`src/rtl/extint_pkg.sv`:
```
package extint_pkg;
  typedef enum logic [1:0] {
    SENSE_LOW  = 2'b00,
    SENSE_ANY  = 2'b01,
    SENSE_FALL = 2'b10,
    SENSE_RISE = 2'b11
  } sense_e;

  localparam int unsigned REG_W    = 8;
  localparam int unsigned FLAG_POS = 6;
endpackage

```
`src/rtl/extint_edge_det.sv`:
```
module extint_edge_det
  import extint_pkg::*;
(
  input  logic       clk,
  input  logic       rst_n,
  input  logic       pin,
  input  logic [1:0] mode,
  output logic       hit
);
  logic prev_q;
  logic primed_q;
  logic rise;
  logic fall;

  always_ff @(posedge clk or negedge rst_n) begin
    if (!rst_n) begin
      prev_q   <= 1'b0;
      primed_q <= 1'b0;
    end else begin
      prev_q   <= pin;
      primed_q <= 1'b1;
    end
  end

  assign rise = primed_q &  pin & ~prev_q;
  assign fall = primed_q & ~pin &  prev_q;

  always_comb begin
    unique case (sense_e'(mode))
      SENSE_ANY:  hit = rise | fall;
      SENSE_FALL: hit = fall;
      SENSE_RISE: hit = rise;
      default:    hit = 1'b0;
    endcase
  end


  no_hit_unprimed_chk: assert property (@(posedge clk) disable iff (!rst_n)
    !primed_q |-> !hit);
endmodule

```
`src/rtl/extint_flag_reg.sv`:
```
module extint_flag_reg (
  input  logic clk,
  input  logic rst_n,
  input  logic hit,
  input  logic level_mode,
  input  logic clr,
  output logic flag_q
);
  always_ff @(posedge clk or negedge rst_n) begin
    if (!rst_n)          flag_q <= 1'b0;
    else if (level_mode) flag_q <= 1'b0;
    else if (hit)        flag_q <= 1'b1;
    else if (clr)        flag_q <= 1'b0;
  end


  set_on_hit_chk: assert property (@(posedge clk) disable iff (!rst_n)
    hit && !level_mode |=> flag_q);

  clear_chk: assert property (@(posedge clk) disable iff (!rst_n)
    clr && !hit |=> !flag_q);

  hold_chk: assert property (@(posedge clk) disable iff (!rst_n)
    !hit && !clr && !level_mode |=> $stable(flag_q));

  set_wins_chk: assert property (@(posedge clk) disable iff (!rst_n)
    hit && clr && !level_mode |=> flag_q);

  level_clears_chk: assert property (@(posedge clk) disable iff (!rst_n)
    level_mode |=> !flag_q);
endmodule

```
`src/rtl/extint_req.sv`:
```
module extint_req #(
  parameter bit ACTIVE_LEVEL = 1'b0
) (
  input  logic flag,
  input  logic pin,
  input  logic level_mode,
  input  logic glob_en,
  input  logic line_en,
  output logic irq
);
  logic source;

  assign source = level_mode ? (pin == ACTIVE_LEVEL) : flag;
  assign irq    = source & glob_en & line_en;
endmodule

```
`src/rtl/extint_flag_ctrl.sv`:
```
module extint_flag_ctrl
  import extint_pkg::*;
(
  input  logic                clk,
  input  logic                rst_n,
  input  logic                pin_sync,
  input  logic [1:0]          sense_mode,
  input  logic                glob_en,
  input  logic                line_en,
  input  logic                svc_ack,
  input  logic                wr_en,
  input  logic [REG_W-1:0]    wr_data,
  output logic [REG_W-1:0]    flag_rd,
  output logic                irq
);
  logic hit;
  logic level_mode;
  logic sw_clr;
  logic flag_q;
  logic unused_ok;

  assign level_mode = (sense_e'(sense_mode) == SENSE_LOW);
  assign sw_clr     = wr_en & wr_data[FLAG_POS];
  assign unused_ok  = &{1'b0, wr_data};

  extint_edge_det u_edge (
    .clk   (clk),
    .rst_n (rst_n),
    .pin   (pin_sync),
    .mode  (sense_mode),
    .hit   (hit)
  );

  extint_flag_reg u_flag (
    .clk        (clk),
    .rst_n      (rst_n),
    .hit        (hit),
    .level_mode (level_mode),
    .clr        (svc_ack | sw_clr),
    .flag_q     (flag_q)
  );

  extint_req #(.ACTIVE_LEVEL(1'b0)) u_req (
    .flag       (flag_q),
    .pin        (pin_sync),
    .level_mode (level_mode),
    .glob_en    (glob_en),
    .line_en    (line_en),
    .irq        (irq)
  );

  always_comb begin
    flag_rd           = '0;
    flag_rd[FLAG_POS] = flag_q & ~level_mode;
  end


  irq_gated_chk: assert property (@(posedge clk) disable iff (!rst_n)
    irq |-> glob_en && line_en);

  level_reads_zero_chk: assert property (@(posedge clk) disable iff (!rst_n)
    level_mode |-> flag_rd == '0);
endmodule

```
`config.mk`:
```
export PLATFORM = sky130hd
export DESIGN_NAME = extint_flag_ctrl
export DESIGN_NICKNAME = d
export VERILOG_FILES = /design/src/rtl/extint_pkg.sv /design/src/rtl/extint_edge_det.sv /design/src/rtl/extint_flag_reg.sv /design/src/rtl/extint_req.sv /design/src/rtl/extint_flag_ctrl.sv
export SDC_FILE = /design/constraint.sdc
export NUM_CORES = 1
export LEC_CHECK = 0
export BUFFER_PORTS_ARGS = -buffer_cell sky130_fd_sc_hd__buf_2
export CORE_AREA = 2 2 39 41
export CTS_CLUSTER_SIZE = 16
export DETAILED_ROUTE_END_ITERATION = 7
export DIE_AREA = 0 0 41 43
export GPL_TIMING_DRIVEN = 0
export MAX_ROUTING_LAYER = met4
export SLEW_MARGIN = 20
export SYNTH_ARGS = -nofsm -noshare
export SYNTH_HDL_FRONTEND = slang
export SYNTH_SLANG_ARGS = --single-unit
```
`constraint.sdc`:
```
create_clock -name clk -period 1.5 [get_ports clk]
set_input_delay 0.15 -clock clk [delete_from_list [all_inputs] [get_ports clk]]
set_output_delay 0.15 -clock clk [all_outputs]
set_load 0.1 [all_outputs]
```
==> results of run 1 <==
-- metrics by stage --
| step | utilization, % | total power [mW] |
|---|---|---|
| finish | 25.0 | 0.371 |
| global route | 25.0 | 0.408 |
| CTS | 24.9 | 0.379 |
| detailed placement | 22.2 | 0.230 |
| global placement | 22.2 | 0.229 |
| floorplan | - | 0.210 |
-- final cells by class --
type | instances | area share [%]
buffer | 7 | 15.2
clock buffer | 4 | 7.58
inverter | 2 | 2.17
multi-input combinational | 16 | 28.2
sequential | 3 | 21.7
tap | 16 | 5.78
timing repair buffer | 12 | 19.5
-- power by group through the flow --
| stage | Sequential [mW] | Clock (mW) | Combinational [mW] |
|---|---|---|---|
| 2_1_floorplan | 0.0883 | 0 | 0.122 |
| 4_1_cts | 0.0879 | 0.148 | 0.143 |
| 3_5_place_dp | 0.0889 | 0 | 0.141 |
| 3_3_place_gp | 0.0886 | 0 | 0.140 |
| 6_report | 0.0879 | 0.139 | 0.144 |
| 5_1_grt | 0.0883 | 0.168 | 0.151 |
-- cell usage in the layout, fill, tap and decap left out, drive strengths merged --
master	instances
buf	17
conb	8
clkbuf	5
dfrtp	3
inv	2
and4bb	2
o21ai	1
o31ai	1
and3	1
a21oi	1
a311o	1
a22o	1
dlygate4sd3	1
-- layer usage --
metal | track usage, % | up-vias
met5 | - | -
met4 | 6.00 | 0
met3 | 6.28 | 0
met2 | 7.19 | 13
met1 | 5.84 | 73
li1 | - | 106
-- state kept, by name (all words and copies together) (netlist names) --
register	cells
u_flag.flag_q	1
u_edge.prev_q	1
u_edge.primed_q	1
-- cell families after synthesis --
group,Yosys count,synth area share [%]
AND/OR/NAND/NOR,3,14.9
other,2,3.57
flip-flops,3,35.7
buffers and inverters,9,28.6
AO/OA/AOI/OAI,5,17.3
-- critical path, stage by stage, from the launching register on --
cell,delay [ns]
dfrtp_1,0.35
o21ai_0,0.10
o31ai_1,0.10
and3_1,0.18
clkbuf_4,0.27
-- worst paths after layout --
check | from | to | depth (start not counted) | slack, ns
hold / removal | pin_sync | u_edge.prev_q | 1 | 0.09
setup reg to reg | u_edge.prev_q | u_flag.flag_q | 3 | 0.30
min in group asynchronous | rst_n | u_edge.prev_q | 2 | 0.24
max in group asynchronous | rst_n | u_flag.flag_q | 2 | 1.15
setup / recovery | u_flag.flag_q | irq | 4 | 0.11
hold reg to reg | u_edge.primed_q | u_flag.flag_q | 1 | 0.48
-- repair_timing --
action | CTS | global route
setup buffers | 0 | 0
endpoints found under the setup margin | 0 | 1
hold endpoints to repair | 3 | 0
resized for setup | 0 | 1
hold buffers | 1 | 0
==> summary.md, run 1 <==
| Metric | Value |
|---|---|
| Die area | `0.00176 sq mm` |
| Die Ht | `43 um` |
| Top area cells in the synthesized netlist | `dfrtp_1, buf_4, and4bb_1, and4bb_2, a311o_1` |
| Highest Clock Rate | `0.721 GHz` |
| TritonCTS Buffers | `3` |
| TritonCTS sink count | `3` |
| Nets | `62` |
| I/O Buffers | `11` |
| Register area share after synthesis | `35.7%` |
| Number of global-route vias before repair | `155` |
| Global Route Usage Sum | `6.40%` |
| Total of max-cap violations | `0` |
| Critical path endpoint category | `output pin` |
| Worst-path fanout max | `2` |
| Highest routed layer | `met3` |
| Non-Filler Instances | `60` |
| Vias post-DR | `192` |
| Yosys cell types | `12` |
| Cells after DPL | `55` |
| Synthesized instance count | `22` |
| Switching Share | `41.2%` |
| PD cells | `1070 mW/mm^2` |
| RSZ-0062 raised after global routing | `no` |
| Design area | `347 sq um` |
| Fill count | `154` |
| Initial antenna violation count | `0` |
| Post-synth top flop | `dfrtp_1` |
| Clk slew on worst S/H paths | `0.04 ns` |
| Root Buffer | `clkbuf_4` |
| 1st-pass router iterations | `2` |
| Met3 WL | `63 um` |
| Final setup fails | `0` |
| Clock Power Share | `37.6%` |
| Largest net degree at the start of global routing | `6` |
| Area after DPL | `308 sq um` |
| Most numerous cell in the Yosys netlist | `buf_4` |
| Routed length per instance | `6.65 um` |
| Wl on met1 | `173 um` |
| Initial Utilization | `15.2%` |
| Final hold violation count | `0` |
| Hold Slack | `0.0867 ns` |
| Total gr overflow | `0` |
| Num ports | `26` |
| P_sw | `0.153 mW` |
| Post-route setup TNS | `0 ns` |
| List of most frequent post-synthesis cells | `buf_4, dfrtp_1, conb_1, inv_1` |
| Slew Limit Fails | `0` |
| Dominant cell type by area after synthesis | `dfrtp_1` |
| Clock buffer depth | `2` |
| # diodes | `0` |
| YS warnings | `0` |
| Die W | `41 um` |
| Period utilization | `92.5%` |
| Row count | `14` |
| Ratio of cells with drive above 1 in the final layout | `50.0%` |
| Reg area | `75.1 sq um` |
| Seq cells post-synth | `3` |
| Core ar. | `0.00138 sq mm` |
| Seq pwr share | `23.7%` |
| Skew final | `0.000945 ns` |
| Worst vdd ir | `0.327 mV` |
| Skew-Pair Late Insertion Delay | `0.23 ns` |
| Area Growth Syn to Fin | `64.9%` |
| DRT antenna net count | `0` |
| Via/cell ratio | `3.20` |
| FFs w/ async S/R, synth | `100%` |
| Syn Area/Cell | `9.55 sq um` |
| Crit path required time | `1.35 ns` |
| Arr. time, crit path | `1.24 ns` |
| Minimum clock period | `1.39 ns` |
| First-pass GRT wire length | `627 um` |
| Combinational share of power | `38.7%` |
| RePlAce Congestion | `0.623` |
| Multi-input gate area | `97.6 sq um` |
| Share of the synthesized area in the top cell type | `35.7%` |
| Power Internal | `0.218 mW` |
| Crit Path Category | `reg2out` |
| Crit start category | `flip-flop` |
| CTS tree | `done` |
| H-tree levels | `1` |
| Outcome | `finished, final reports clean` |
| Drt total wl | `399 um` |
| Area of the mapped netlist | `210 sq um` |
| Final WS setup | `0.112 ns` |
| Leakage | `0.207 nW` |
| Min-delay worst type | `in2reg` |
| First-iteration detailed-routing DRC count | `2` |
| Pre-CTS setup slack | `0.258 ns` |
| # DRC | `0` |
| Post-synth EDFFs | `0` |
| Met2 WL | `162 um` |
(Power assumes the default switching activity.)
==> inputs of run 2 (changes only) <==
- clock period: 1.5 -> 1.2 ns (I/O delays scaled with it)
==> summary.md, run 2 (synthesis gave the netlist of run 1 again) <==
| Metric | Value |
|---|---|
| Outcome | `complete, but fails checks (was finished, final reports clean)` |
| Failing checks | `negative setup slack` |
| DRT antenna net count | `0 (unchanged)` |
| Clock Power Share | `36.6% (was 37.6%)` |
| Worst setup endpoint | `irq (unchanged)` |
| Cells after DPL | `55 (unchanged)` |
| CTS tree | `done (unchanged)` |
| Non-Filler Instances | `61 (was 60)` |
| Min-delay worst type | `in2reg (unchanged)` |
| Final hold violation count | `0 (unchanged)` |
| Final setup fails | `1 (was 0)` |
| Die area | `0.00176 sq mm (unchanged)` |
| Crit start category | `flip-flop (unchanged)` |
| Post-route setup TNS | `-0.000756 ns (was 0 ns)` |
| Leakage | `0.212 nW (was 0.207 nW)` |
| 1st-pass router iterations | `1 (was 2)` |
| Number of global-route vias before repair | `192 (was 155)` |
| H-tree levels | `1 (unchanged)` |
| Tot Pwr | `0.480 mW (was 0.371 mW)` |
| Reg-to-reg startpoint | `u_edge.prev_q (unchanged)` |
| Crit. Startpoint | `u_flag.flag_q (unchanged)` |
| I/O Buffers | `11 (unchanged)` |
| First-pass GRT wire length | `676 um (was 627 um)` |
| Hold Slack | `0.0561 ns (was 0.0867 ns)` |
| Vias post-DR | `214 (was 192)` |
| Commonest non-fill, non-tap cell in the layout | `buf_2 (unchanged)` |
| R2R depth | `3 (unchanged)` |
| Final WS setup | `-0.000756 ns (was 0.112 ns)` |
| Worst-path fanout max | `2 (unchanged)` |
| Skew final | `0.00191 ns (was 0.000945 ns)` |
| Highest Clock Rate | `0.833 GHz` |
| Period utilization | `100%` |
| RSZ-0062 raised after global routing | `yes (was no)` |
| Worst vdd ir | `0.452 mV (was 0.327 mV)` |
| Slew Limit Fails | `0 (unchanged)` |
| Crit-path cells | `o21ai_2 > o31ai_1 > and3_4 > buf_12 (was o21ai_0 > o31ai_1 > and3_1 > clkbuf_4)` |
| Initial antenna violation count | `0 (unchanged)` |
| Clock buffer depth | `2 (unchanged)` |
| Crit Path Category | `reg2out (unchanged)` |
| P_sw | `0.197 mW (was 0.153 mW)` |
| Minimum clock period | `1.20 ns` |
| Root Buffer | `clkbuf_4 (unchanged)` |
| TritonCTS sink count | `3 (unchanged)` |
| Num ports | `26 (unchanged)` |
| Fill count | `154 (unchanged)` |
| Total of max-cap violations | `0 (unchanged)` |
| Die W | `41 um (unchanged)` |
| Crit path required time | `1.08 ns (was 1.35 ns)` |
| Area Growth Syn to Fin | `81.5% (was 64.9%)` |
| Worst reg2reg path endpoint | `u_flag.flag_q (unchanged)` |
| First-iteration detailed-routing DRC count | `0 (was 2)` |
| Ratio of cells with drive above 1 in the final layout | `57.8% (was 50.0%)` |
| Hold Path Depth | `1 (unchanged)` |
| Critical path endpoint category | `output pin (unchanged)` |
| Most frequent cells in the layout | `buf_2, buf_4, conb_1 (was buf_2, conb_1, buf_4)` |
| Power Internal | `0.283 mW (was 0.218 mW)` |
| R2R Setup Slk | `0.02 ns (was 0.30 ns)` |
| Nets | `63 (was 62)` |
| Global Route Usage Sum | `6.60% (was 6.40%)` |
| Design area | `382 sq um (was 347 sq um)` |
| Drt total wl | `440 um (was 399 um)` |
| Skew-Pair Late Insertion Delay | `0.23 ns (about the same)` |
| Row count | `14 (unchanged)` |
| Arr. time, crit path | `1.08 ns (was 1.24 ns)` |
| # diodes | `0 (unchanged)` |
| Area after DPL | `309 sq um (was 308 sq um)` |
| Clk slew on worst S/H paths | `0.04 ns (about the same)` |
| Largest net degree at the start of global routing | `6 (unchanged)` |
| Initial Utilization | `15.2% (unchanged)` |
| TritonCTS Buffers | `3 (unchanged)` |
| Via/cell ratio | `3.51 (was 3.20)` |
| Die Ht | `43 um (unchanged)` |
| Worst path slowest cell | `dfrtp_1 (unchanged)` |
| Seq pwr share | `23.0% (was 23.7%)` |
| DP HPWL | `339 um` |
| Routed length per instance | `7.21 um (was 6.65 um)` |
| Switching Share | `41.0% (was 41.2%)` |
| Core ar. | `0.00138 sq mm (unchanged)` |
| Biggest regs | `u_edge.prev_q x1, u_edge.primed_q x1, u_flag.flag_q x1 (unchanged)` |
| Crit path largest cell delay | `0.36 ns (was 0.35 ns)` |
| RePlAce Congestion | `0.581 (was 0.623)` |
| # DRC | `0 (unchanged)` |
| Total gr overflow | `0 (unchanged)` |
| Combinational share of power | `40.4% (was 38.7%)` |
| PD cells | `1260 mW/mm^2 (was 1070 mW/mm^2)` |
## run 2: through the flow
step                utilization (%)  setup WS, ns
CTS                            26.8       -0.0151
floorplan                         -        0.0721
finish                         27.6     -0.000756
detailed placement             22.3       -0.0471
global placement               22.3       -0.0554
global route                   27.6       -0.0679
## run 2: worst min path at each step
stage | endpoint | startpoint
after detailed placement | u_edge.primed_q | rst_n
final | u_edge.prev_q | pin_sync
after global placement | u_edge.primed_q | rst_n
after floorplan | u_edge.prev_q | rst_n
after CTS | u_edge.prev_q | pin_sync
after global routing | u_edge.prev_q | pin_sync
## run 2: per-layer routing
layer  wire (um)  track usage, %  vias to the layer above
met2         196            8.13                       14
met3          78            6.28                        0
met4           0            6.00                        0
met5           0               -                        -
met1         166            5.52                       89
li1            -               -                      111
## run 2: worst max-delay path: cells and delay by family, from the launching register on
family	cells	cell delay, ns
flip-flops	1	0.36
AND/OR/NAND/NOR	1	0.18
buffers and inverters	1	0.16
AO/OA/AOI/OAI	2	0.14
## run 2: what timing repair did
item | in CTS | in global routing
endpoints found under the hold margin | 3 | 0
gates cloned | 0 | 0
setup endpoints to repair | 2 | 2
setup buffers | 0 | 1
hold buffers | 1 | 0
pin swaps | 1 | 1
resized for setup | 8 | 1
## run 2: final cells by class
| type | count | area [sq um] | area share (%) |
|---|---|---|---|
| repair buffers | 13 | 93.8 | 24.6 |
| multi-input cells | 16 | 106 | 27.9 |
| well taps | 16 | 20.0 | 5.25 |
| clock buffers | 4 | 26.3 | 6.89 |
| inverters | 2 | 7.51 | 1.97 |
| plain buffers | 7 | 52.6 | 13.8 |
| flip-flops and latches | 3 | 75.1 | 19.7 |
## run 2: power by group through the flow
stage               Sequential [mW]  Clock (mW)  Combinational, mW
floorplan                     0.110           0              0.153
global placement              0.111           0              0.176
detailed placement            0.111           0              0.177
global route                  0.111       0.204              0.202
finish                        0.110       0.176              0.194
CTS                           0.110       0.185              0.188
